--- config.mk ---
export PLATFORM = sky130hd
export DESIGN_NAME = nv_xfer_ctrl
export DESIGN_NICKNAME = d
export VERILOG_FILES = /design/src/rtl/nv_xfer_pkg.sv /design/src/rtl/nv_phase_timer.sv /design/src/rtl/nv_flag_keeper.sv /design/src/rtl/nv_xfer_ctrl.sv
export SDC_FILE = /design/constraint.sdc
export NUM_CORES = 1
export LEC_CHECK = 0
export BUFFER_PORTS_ARGS = -buffer_cell sky130_fd_sc_hd__clkbuf_2
export CORE_ASPECT_RATIO = 0.9
export CORE_MARGIN = 2
export CORE_UTILIZATION = 40
export CTS_BUF_LIST = sky130_fd_sc_hd__clkbuf_4 sky130_fd_sc_hd__clkbuf_8 sky130_fd_sc_hd__clkbuf_16
export DETAILED_ROUTE_END_ITERATION = 10
export PLACE_DENSITY = 0.61
export RECOVER_POWER = 50
export SETUP_SLACK_MARGIN = 0.5
export SYNTH_ARGS = -nofsm -noshare
export SYNTH_HDL_FRONTEND = slang
export SYNTH_SLANG_ARGS = --single-unit
--- constraint.sdc ---
create_clock -name clk -period 3.5 [get_ports clk]
set_clock_uncertainty 0.05 [all_clocks]
set_input_delay 0.175 -clock clk [delete_from_list [all_inputs] [get_ports clk]]
set_output_delay 0.175 -clock clk [all_outputs]
set_load 0.01 [all_outputs]
--- src/rtl/nv_xfer_pkg.sv ---
package nv_xfer_pkg;

    typedef enum logic [2:0] {
        ST_LOWPWR = 3'd0,
        ST_IDLE   = 3'd1,
        ST_ERASE  = 3'd2,
        ST_PROG   = 3'd3,
        ST_CLEAR  = 3'd4,
        ST_LOAD   = 3'd5
    } nv_state_e;

    function automatic int unsigned max2(input int unsigned a, input int unsigned b);
        return (a > b) ? a : b;
    endfunction

endpackage

--- src/rtl/nv_phase_timer.sv ---
module nv_phase_timer #(
    parameter int CNT_W = 8
) (
    input  logic             clk,
    input  logic             rst_n,
    input  logic             load,
    input  logic [CNT_W-1:0] load_val,
    output logic             last
);
    logic [CNT_W-1:0] cnt_q;

    always_ff @(posedge clk or negedge rst_n) begin
        if (!rst_n)
            cnt_q <= '0;
        else if (load)
            cnt_q <= load_val;
        else if (cnt_q != '0)
            cnt_q <= cnt_q - 1'b1;
    end

    assign last = (cnt_q == '0);

    // phase lengths rely on a steady one-per-cycle countdown
    a_r3_timer_steps: assert property (@(posedge clk) disable iff (!rst_n)
        (!load && cnt_q != '0) |=> (cnt_q == $past(cnt_q) - 1'b1));

    a_r3_timer_holds_zero: assert property (@(posedge clk) disable iff (!rst_n)
        (!load && cnt_q == '0) |=> (cnt_q == '0));

endmodule

--- src/rtl/nv_flag_keeper.sv ---
module nv_flag_keeper (
    input  logic clk,
    input  logic rst_n,
    input  logic wr_accept,
    input  logic xfer_done,
    input  logic recall_latch,
    input  logic recall_start,
    output logic written,
    output logic recall_pend
);
    always_ff @(posedge clk or negedge rst_n) begin
        if (!rst_n) begin
            written     <= 1'b0;
            recall_pend <= 1'b1;
        end else begin
            if (xfer_done)
                written <= 1'b0;
            else if (wr_accept)
                written <= 1'b1;

            if (recall_start)
                recall_pend <= 1'b0;
            else if (recall_latch)
                recall_pend <= 1'b1;
        end
    end

    // completion wipes the written flag
    a_r6_written_cleared: assert property (@(posedge clk) disable iff (!rst_n)
        xfer_done |=> !written);

    // a held recall survives until it is started
    a_r9_pend_kept: assert property (@(posedge clk) disable iff (!rst_n)
        (recall_pend && !recall_start) |=> recall_pend);

endmodule

--- src/rtl/nv_xfer_ctrl.sv ---
module nv_xfer_ctrl
    import nv_xfer_pkg::*;
#(
    parameter int unsigned ERASE_CYC   = 625000,
    parameter int unsigned PROG_CYC    = 625000,
    parameter int unsigned CLEAR_CYC   = 250,
    parameter int unsigned RECALL_CYC  = 2500,
    parameter int unsigned RESTORE_CYC = 81250
) (
    input  logic clk,
    input  logic rst_n,
    input  logic vcc_ok,
    input  logic sw_store_req,
    input  logic sw_recall_req,
    input  logic sram_wr,
    output logic erase_cmd,
    output logic prog_cmd,
    output logic clear_cmd,
    output logic xfer_cmd,
    output logic busy,
    output logic done
);
    localparam int unsigned MAX_CYC =
        max2(max2(ERASE_CYC, PROG_CYC), max2(max2(CLEAR_CYC, RECALL_CYC), RESTORE_CYC));
    localparam int CNT_W = $clog2(MAX_CYC + 1);

    localparam logic [CNT_W-1:0] ERASE_V   = CNT_W'(ERASE_CYC - 1);
    localparam logic [CNT_W-1:0] PROG_V    = CNT_W'(PROG_CYC - 1);
    localparam logic [CNT_W-1:0] CLEAR_V   = CNT_W'(CLEAR_CYC - 1);
    localparam logic [CNT_W-1:0] SW_LOAD_V = CNT_W'(RECALL_CYC - CLEAR_CYC - 1);
    localparam logic [CNT_W-1:0] PU_LOAD_V = CNT_W'(RESTORE_CYC - CLEAR_CYC - 1);

    nv_state_e        state_q, state_d;
    logic             soft_q, soft_d;
    logic             tmr_load, tmr_last;
    logic [CNT_W-1:0] tmr_val;
    logic             wr_accept, xfer_done, rec_latch, rec_start;
    logic             written, recall_pend;

    nv_phase_timer #(.CNT_W(CNT_W)) u_timer (
        .clk      (clk),
        .rst_n    (rst_n),
        .load     (tmr_load),
        .load_val (tmr_val),
        .last     (tmr_last)
    );

    nv_flag_keeper u_flags (
        .clk          (clk),
        .rst_n        (rst_n),
        .wr_accept    (wr_accept),
        .xfer_done    (xfer_done),
        .recall_latch (rec_latch),
        .recall_start (rec_start),
        .written      (written),
        .recall_pend  (recall_pend)
    );

    // state register
    always_ff @(posedge clk or negedge rst_n) begin
        if (!rst_n) begin
            state_q <= ST_LOWPWR;
            soft_q  <= 1'b0;
        end else begin
            state_q <= state_d;
            soft_q  <= soft_d;
        end
    end

    // next state and phase timing
    always_comb begin
        state_d   = state_q;
        soft_d    = soft_q;
        tmr_load  = 1'b0;
        tmr_val   = '0;
        wr_accept = 1'b0;
        xfer_done = 1'b0;
        rec_latch = 1'b0;
        rec_start = 1'b0;
        unique case (state_q)
            ST_LOWPWR: begin
                rec_latch = sw_recall_req;
                if (vcc_ok) begin
                    if (recall_pend || sw_recall_req) begin
                        state_d   = ST_CLEAR;
                        soft_d    = 1'b0;
                        tmr_load  = 1'b1;
                        tmr_val   = CLEAR_V;
                        rec_start = 1'b1;
                    end else begin
                        state_d = ST_IDLE;
                    end
                end
            end
            ST_IDLE: begin
                if (!vcc_ok) begin
                    if (written) begin
                        state_d  = ST_ERASE;
                        soft_d   = 1'b0;
                        tmr_load = 1'b1;
                        tmr_val  = ERASE_V;
                    end else begin
                        state_d = ST_LOWPWR;
                    end
                end else if (sw_store_req) begin
                    state_d  = ST_ERASE;
                    soft_d   = 1'b1;
                    tmr_load = 1'b1;
                    tmr_val  = ERASE_V;
                end else if (sw_recall_req) begin
                    state_d   = ST_CLEAR;
                    soft_d    = 1'b1;
                    tmr_load  = 1'b1;
                    tmr_val   = CLEAR_V;
                    rec_start = 1'b1;
                end else begin
                    wr_accept = sram_wr;
                end
            end
            ST_ERASE: begin
                if (soft_q && !vcc_ok) begin
                    state_d = ST_LOWPWR;
                end else if (tmr_last) begin
                    state_d  = ST_PROG;
                    tmr_load = 1'b1;
                    tmr_val  = PROG_V;
                end
            end
            ST_PROG: begin
                if (soft_q && !vcc_ok) begin
                    state_d = ST_LOWPWR;
                end else if (tmr_last) begin
                    xfer_done = 1'b1;
                    state_d   = vcc_ok ? ST_IDLE : ST_LOWPWR;
                end
            end
            ST_CLEAR: begin
                if (tmr_last) begin
                    state_d  = ST_LOAD;
                    tmr_load = 1'b1;
                    tmr_val  = soft_q ? SW_LOAD_V : PU_LOAD_V;
                end
            end
            ST_LOAD: begin
                if (tmr_last) begin
                    xfer_done = 1'b1;
                    state_d   = vcc_ok ? ST_IDLE : ST_LOWPWR;
                end
            end
            default: state_d = ST_LOWPWR;
        endcase
    end

    // outputs
    always_comb begin
        erase_cmd = (state_q == ST_ERASE);
        prog_cmd  = (state_q == ST_PROG);
        clear_cmd = (state_q == ST_CLEAR);
        xfer_cmd  = (state_q == ST_LOAD);
        busy      = (state_q != ST_IDLE);
        done      = xfer_done;
    end

    // program only follows erase
    a_r3_erase_then_prog: assert property (@(posedge clk) disable iff (!rst_n)
        $rose(prog_cmd) |-> $past(erase_cmd));

    // load only follows clear
    a_r4_clear_then_load: assert property (@(posedge clk) disable iff (!rst_n)
        $rose(xfer_cmd) |-> $past(clear_cmd));

    // array commands never overlap
    a_r4_one_cmd: assert property (@(posedge clk) disable iff (!rst_n)
        $onehot0({erase_cmd, prog_cmd, clear_cmd, xfer_cmd}));

    // completion is only reported while the port is shut
    a_r8_done_busy: assert property (@(posedge clk) disable iff (!rst_n)
        done |-> busy);

    // a software store stops at once on low supply
    a_r10_abort: assert property (@(posedge clk) disable iff (!rst_n)
        ((erase_cmd || prog_cmd) && soft_q && !vcc_ok) |=> !(erase_cmd || prog_cmd));

    // done is a single-cycle pulse
    a_r12_done_pulse: assert property (@(posedge clk) disable iff (!rst_n)
        done |=> !done);

endmodule

==> results_dict.tcl, run 1 <==
set metrics [dict create \
    power_density_nw_per_um2 401.4 \
    grtUsageTotal_pct 19.02 \
    setup_viol 0 \
    wire_length_of_the_first_global_routing_pass_mm 6.893 \
    irDropWorstVdd_uv 246.4 \
    critical_path.slowest_cell "sky130_fd_sc_hd__nor4_2" \
    synth.yosys.seq_area_share_pct 39.77 \
    gp_weighted_congestion 0.9022 \
    crit_required_ps 3270 \
    finalNonFillerCells 247 \
    row_count 22 \
    dpl_worst_slack_ps 997.1 \
    post_drt_via_cell_ratio 6.130 \
    drv_slew 0 \
    hp-class "in2reg" \
    pin_count_of_the_biggest_net_entering_global_routing 27 \
    synth.cell_area_um2 1639 \
    grt_overflow 0 \
    netlist-cell-type-count 48 \
    period_minus_slack_ps 2719 \
    yosys.area_share.adder_pct 0.7634 \
    criticalPathCategory "reg2out" \
    run_status "completed" \
    postSynthCellCount 188 \
    p_leak_nw 0.6921 \
    critPathMaxStageDelay_ps 620 \
    cts-root-to-sink-buffers 2 \
    ys.warnings.count 0 \
    detailroute.via_count 1514 \
    timing.critical_path.fanout_max 10 \
    synth-simple-area-share_pct 30.15 \
    layout.nets 207 \
    main_combinational_cell_family_by_area_after_synthesis "simple AND/OR/NAND/NOR gates" \
    final_area_um2 1793 \
    maxClockFrequency_mhz 367.8 \
    max-slew-margin-rel_pct 6.499 \
    core_um2 4019 \
    cts_repair_resize_count 0 \
    critPathBufInv 1 \
    effective_utilization_at_floorplan_pct 40.78 \
    total_power_mw 0.7196 \
    final.period_utilization_pct 77.69 \
    num_io_pins 12 \
    critPathLaunchType "flip-flop" \
    number_of_global_route_vias_before_repair 1414 \
    path_clk_slew_ps 90 \
    multiplexer_share_of_the_synthesized_area_pct 0.6870 \
    crit_path_cell_trace "nor4_2, nand4b_1, nor2_2, and3_1, clkbuf_2" \
    setup_total_negative_slack_ps 0 \
    routedWlPerCell_um 16.68 \
    cts_buffers 3 \
    final_layout_size_suffix_gt1_share_pct 13.57 \
    overall_die_area_um2 4627 \
    cpLargestDelayFamily "simple AND/OR/NAND/NOR gates" \
    setup.worst_path.end_class "primary output" \
    postSynthRegisterBits 26 \
    worst_skew_pair.late_latency_ps 280 \
    post-place-cells 242 \
    finalWirelength_mm 4.119 \
    grt_setup_unrepaired "false" \
    detailed_place.area_um2 1737 \
    antenna_found_initial 0 \
    dieHeight_um 64.73 \
    utilization_pct 44.61 \
    ctsRootBufferMaster "sky130_fd_sc_hd__clkbuf_8" \
    async_flop_share_pct 100.0 \
    antenna-diode-count 0 \
    timing.final.hold_violations 0 \
    die_x_um 71.48 \
    drt.antenna.violating_nets 0 \
    synth_compound_area_share_pct 18.47 \
    cts.sinks 26 \
    final_worst_setup_slack_ps 781.0 \
    areaGrowthSynthToFinish_pct 9.389 \
    post-dp-hpwl_mm 3.043 \
    synthXorXnorAreaFrac_pct 7.481 \
    1st_pass_router_iterations 4 \
    worstMarginPinSlew_ps 1403 \
    tritoncts "done" \
    number_of_synthesized_flops_with_an_enable_pin 0 \
    worst-endpoint-arrival_ps 2490 \
    post-route-drc-count 0 \
    ys_dominant_reg_cell "sky130_fd_sc_hd__dfrtp_1" \
    ctsHtreeMaxLevel 1 \
    max_cap_violations 0 \
    hold_slack_ps 134.6 \
    synth_nets 195 \
    synth_area_per_cell_um2 8.718 \
    detailedRoute.firstIterationViolations 177 \
    io_buffers 11 \
]
## cell families after synthesis
group                      count (synthesis)
DFF                                       26
and+or+nand+nor                           85
muxes                                      1
xor gates and xnor gates                  14
adders and majority gates                  1
AOI/OAI and AO/OA                         50
buffers and inverters                     11
## cell type report
| class | instances | area, um^2 |
|---|---|---|
| tap | 48 | 60.06 |
| sequential | 26 | 651.9 |
| fill | 384 | 2226 |
| clock buffer | 4 | 48.80 |
| timing repair buffer | 13 | 70.07 |
| multi-input combinational | 151 | 943.4 |
| inverter | 5 | 18.77 |
## cell usage after synthesis (2+ instances only)
| library cell | n | area, um^2 |
|---|---|---|
| sky130_fd_sc_hd__xor2_1 | 4 | 35.03 |
| sky130_fd_sc_hd__nand3b_1 | 4 | 30.03 |
| sky130_fd_sc_hd__and2_1 | 2 | 12.51 |
| sky130_fd_sc_hd__o21ai_0 | 13 | 65.06 |
| sky130_fd_sc_hd__nor4_1 | 5 | 31.28 |
| sky130_fd_sc_hd__or3_1 | 2 | 12.51 |
| sky130_fd_sc_hd__nor3_1 | 6 | 30.03 |
| sky130_fd_sc_hd__or4_1 | 2 | 15.01 |
| sky130_fd_sc_hd__inv_1 | 5 | 18.77 |
| sky130_fd_sc_hd__nand4b_1 | 2 | 17.52 |
| sky130_fd_sc_hd__a31oi_1 | 2 | 12.51 |
| sky130_fd_sc_hd__nand3_1 | 11 | 55.05 |
| sky130_fd_sc_hd__and3_1 | 3 | 18.77 |
| sky130_fd_sc_hd__dfrtp_1 | 25 | 625.6 |
| sky130_fd_sc_hd__a211oi_1 | 2 | 15.01 |
| sky130_fd_sc_hd__a21oi_1 | 17 | 85.08 |
| sky130_fd_sc_hd__or2_2 | 2 | 12.51 |
| sky130_fd_sc_hd__nand2_1 | 11 | 41.29 |
| sky130_fd_sc_hd__nand2b_1 | 3 | 18.77 |
| sky130_fd_sc_hd__buf_2 | 2 | 10.01 |
| sky130_fd_sc_hd__o211ai_1 | 5 | 37.54 |
| sky130_fd_sc_hd__clkbuf_1 | 4 | 15.01 |
| sky130_fd_sc_hd__xnor2_1 | 10 | 87.58 |
| sky130_fd_sc_hd__o21a_1 | 3 | 22.52 |
| sky130_fd_sc_hd__nand4_1 | 2 | 12.51 |
| sky130_fd_sc_hd__nor2_1 | 19 | 71.32 |
## worst min-delay path, delay by kind of cell
family	cells	cell delay [ps]
compound gates	1	100
buf+inv	1	80
simple gates	1	80
## per-layer routing
| layer | track usage [%] | vias up | wire length (um) |
|---|---|---|---|
| li1 | - | 714 | - |
| met1 | 26.84 | 729 | 1913 |
| met2 | 27.55 | 64 | 1868 |
| met3 | 4.199 | 7 | 295 |
| met4 | 8.962 | 0 | 42 |
| met5 | 0 | - | 0 |
## state kept, by name, summed over array words and instances, names as in the netlist
register,flops
state_q,3
soft_q,1
u_flags.recall_pend,1
u_flags.written,1
u_timer.cnt_q,20
## path summary, 6_finish.rpt
check | start | to | slack, ps | cells past startpoint
worst min register to register | u_flags.written | u_flags.written | 520 | 2
min in group asynchronous | rst_n | soft_q | 690 | 2
worst max-delay path | u_timer.cnt_q[8] | done | 780 | 5
worst min-delay path | sram_wr | u_flags.written | 130 | 3
max in group asynchronous | rst_n | u_timer.cnt_q[12] | 1880 | 2
worst max register to register | u_timer.cnt_q[0] | u_timer.cnt_q[9] | 1000 | 7
## power breakdown
| group | internal (mW) | switching [mW] | total (mW) |
|---|---|---|---|
| clock | 0.0895 | 0.0963 | 0.186 |
| sequential | 0.340 | 0.0701 | 0.410 |
| combinational | 0.0607 | 0.0628 | 0.124 |
| total | 0.490 | 0.229 | 0.720 |
## layout by cell type (no fill, tap or decap), types with 3 or more instances in the layout
cell type                  count
sky130_fd_sc_hd__dfrtp_1      25
sky130_fd_sc_hd__nand3_1      11
sky130_fd_sc_hd__nand2_1      11
sky130_fd_sc_hd__nor4_1        5
sky130_fd_sc_hd__nor2_1       19
sky130_fd_sc_hd__clkbuf_8      3
sky130_fd_sc_hd__and3_1        3
sky130_fd_sc_hd__o211ai_1      5
sky130_fd_sc_hd__nand2b_1      3
sky130_fd_sc_hd__o21a_1        3
sky130_fd_sc_hd__clkbuf_2      9
sky130_fd_sc_hd__a21oi_1      17
sky130_fd_sc_hd__inv_1         5
sky130_fd_sc_hd__nor3_1        6
sky130_fd_sc_hd__nand3b_1      4
sky130_fd_sc_hd__xor2_1        4
sky130_fd_sc_hd__xnor2_1      10
sky130_fd_sc_hd__o21ai_0      13
## repair_timing
item                       in CTS  in global routing
hold buffers                    1                  0
buffers inserted                0                  0
setup endpoints to repair       0                  0
hold endpoints to repair       25                  0
Power figures use the tool's default switching activity.
==> inputs of run 2 (changes only) <==
- clock period: 3.5 -> 2.8 ns (I/O delays scaled with it)
==> run 2 against run 1 <==
Sequential cell count unchanged. Sequential power up 25%. Die area unchanged. Worst hold slack better by 3.5 ps. Critical path depth unchanged. Cell count up 3.2%. Sequential share of layout area down 2.3 points. Final area up 6.6%. Register-to-register slack worse by 570 ps. Setup slack worse by 350 ps. Non-clock buffer count up 8. Critical endpoint is now u_timer.cnt_q[1]. Largest power group unchanged. Highest routed layer unchanged.
==> results_dict.tcl, run 2 (synthesized netlist as in run 1, its figures left out) <==
set metrics [dict create \
    run_status "completed" \
    drv_slew 0 \
    maxClockFrequency_mhz 422.1 \
    setup.worst_path.end_class "flip-flop" \
    1st_pass_router_iterations 4 \
    areaGrowthSynthToFinish_pct 16.64 \
    final_common_cell "sky130_fd_sc_hd__dfrtp_1" \
    criticalPathCategory "reg2reg" \
    critPathLaunchType "flip-flop" \
    drt.antenna.violating_nets 0 \
    post_drt_via_cell_ratio 5.976 \
    largest_register_ff_count 20 \
    cts.sinks 26 \
    effective_utilization_at_floorplan_pct 40.78 \
    detailroute.via_count 1524 \
    p_leak_nw 0.7511 \
    critPathMaxStageDelay_ps 760 \
    setup_viol 0 \
    gp_weighted_congestion 0.9150 \
    post-dp-hpwl_mm 3.186 \
    dieHeight_um 64.73 \
    cpLargestDelayFamily "simple AND/OR/NAND/NOR gates" \
    timing.hold.worst.start "sram_wr" \
    pin_count_of_the_biggest_net_entering_global_routing 27 \
    max-slew-margin-rel_pct 3.192 \
    critPathBufInv 0 \
    most-common-layout-cells "25 x sky130_fd_sc_hd__dfrtp_1, 19 x sky130_fd_sc_hd__nor2_1, 16 x sky130_fd_sc_hd__a21oi_1" \
    setup_total_negative_slack_ps 0 \
    cts-root-to-sink-buffers 2 \
    wire_length_of_the_first_global_routing_pass_mm 7.286 \
    worst-endpoint-arrival_ps 2460 \
    die_x_um 71.48 \
    grt_overflow 0 \
    timing.critical_path.fanout_max 17 \
    hp-class "in2reg" \
    overall_die_area_um2 4627 \
    row_count 22 \
    grt_setup_unrepaired "false" \
    timing.final.hold_violations 0 \
    tritoncts "done" \
    num_io_pins 12 \
    final.period_utilization_pct 84.61 \
    ctsHtreeMaxLevel 1 \
    routedWlPerCell_um 17.25 \
    top_register "u_timer.cnt_q" \
    critical_path.slowest_cell "sky130_fd_sc_hd__or4_1" \
    finalWirelength_mm 4.399 \
    final_layout_size_suffix_gt1_share_pct 19.81 \
    layout.nets 215 \
    utilization_pct 47.57 \
    grtUsageTotal_pct 19.97 \
    crit_path_cell_trace "or2_2, a21oi_1, or4_1, a31oi_1, a22oi_1" \
    filler_cell_count 397 \
    ctsRootBufferMaster "sky130_fd_sc_hd__clkbuf_8" \
    r2r-start "state_q[0]" \
    antenna-diode-count 0 \
    post-route-drc-count 0 \
    crit_required_ps 2890 \
    period_minus_slack_ps 2369 \
    cts_buffers 3 \
    timing.critical_path.from "state_q[0]" \
    number_of_global_route_vias_before_repair 1516 \
    core_um2 4019 \
    registers_with_the_highest_flip_flop_counts "u_timer.cnt_q (20), state_q (3)" \
    antenna_found_initial 0 \
    power_density_nw_per_um2 483.8 \
    worstMarginPinSlew_ps 1452 \
    detailedRoute.firstIterationViolations 85 \
    io_buffers 11 \
    path_clk_slew_ps 90 \
    worst_skew_pair.late_latency_ps 270 \
    max_cap_violations 0 \
    irDropWorstVdd_uv 439.6 \
]
-- run 2: cell types whose count changed in the layout (fill, tap and decap cells not counted), sizes merged --
cell,previous run,this run
buf,1,9
-- run 2: power by group --
group          switching (mW)  internal, mW
clock network           0.122         0.126
logic                  0.0840        0.0793
registers              0.0887         0.425
total                   0.295         0.630
-- run 2: final timing paths --
| kind | to | cells past startpoint | slack (ps) |
|---|---|---|---|
| min reg2reg | u_flags.recall_pend | 1 | 510 |
| min | u_flags.written | 3 | 140 |
| max reg2reg | u_timer.cnt_q[1] | 5 | 430 |
| max in group asynchronous | u_timer.cnt_q[2] | 2 | 1170 |
| min in group asynchronous | soft_q | 2 | 690 |
| max | u_timer.cnt_q[1] | 5 | 430 |
-- run 2: area by class of cell --
cell class              count  area, um^2  share of cell area (%)
multi-input cells         151       983.4                   51.44
flip-flops and latches     26       651.9                   34.10
repair buffers             21       142.6                   7.461
well taps                  48       60.06                   3.141
clock buffers               4       55.05                   2.880
inverters                   5       18.77                  0.9817
-- run 2: worst min-delay path, delay by kind of cell --
family	cells	cell delay, ps
AO/OA/AOI/OAI	1	100
buffers and inverters	1	80
AND/OR/NAND/NOR	1	100
-- run 2: metal layers --
| layer | vias to the layer above | track usage (%) | share of wire (%) |
|---|---|---|---|
| li1 | 734 | - | - |
| met1 | 748 | 27.10 | 46 |
| met2 | 40 | 32.06 | 49 |
| met3 | 2 | 4.355 | 4.7 |
| met4 | 0 | 5.660 | 0.52 |
| met5 | - | 0 | 0 |
-- run 2: per-stage QoR --
stage / worst slack, ps / cell area [um^2] / instances / power, mW / hold slack, ps
after floorplan: 695.2 / 1639 / 188 / 0.6110 / -205.6
after detailed placement: 271.5 / 1759 / 245 / 0.6733 / 155.4
after global placement: 457.1 / 1759 / 245 / 0.6678 / 144.2
after global routing: 339.8 / 1912 / 255 / 0.9814 / 141.3
after CTS: 467.5 / 1879 / 254 / 0.9293 / 142.0
final: 430.9 / 1912 / 255 / 0.9250 / 138.1
-- run 2: timing repair --
| action | in CTS | in global routing |
|---|---|---|
| resized for setup | 3 | 7 |
| hold buffers | 1 | 0 |
| setup buffers | 4 | 1 |
| pin swaps | 3 | 4 |
| endpoints found under the hold margin | 25 | 0 |
| setup endpoints to repair | 14 | 14 |
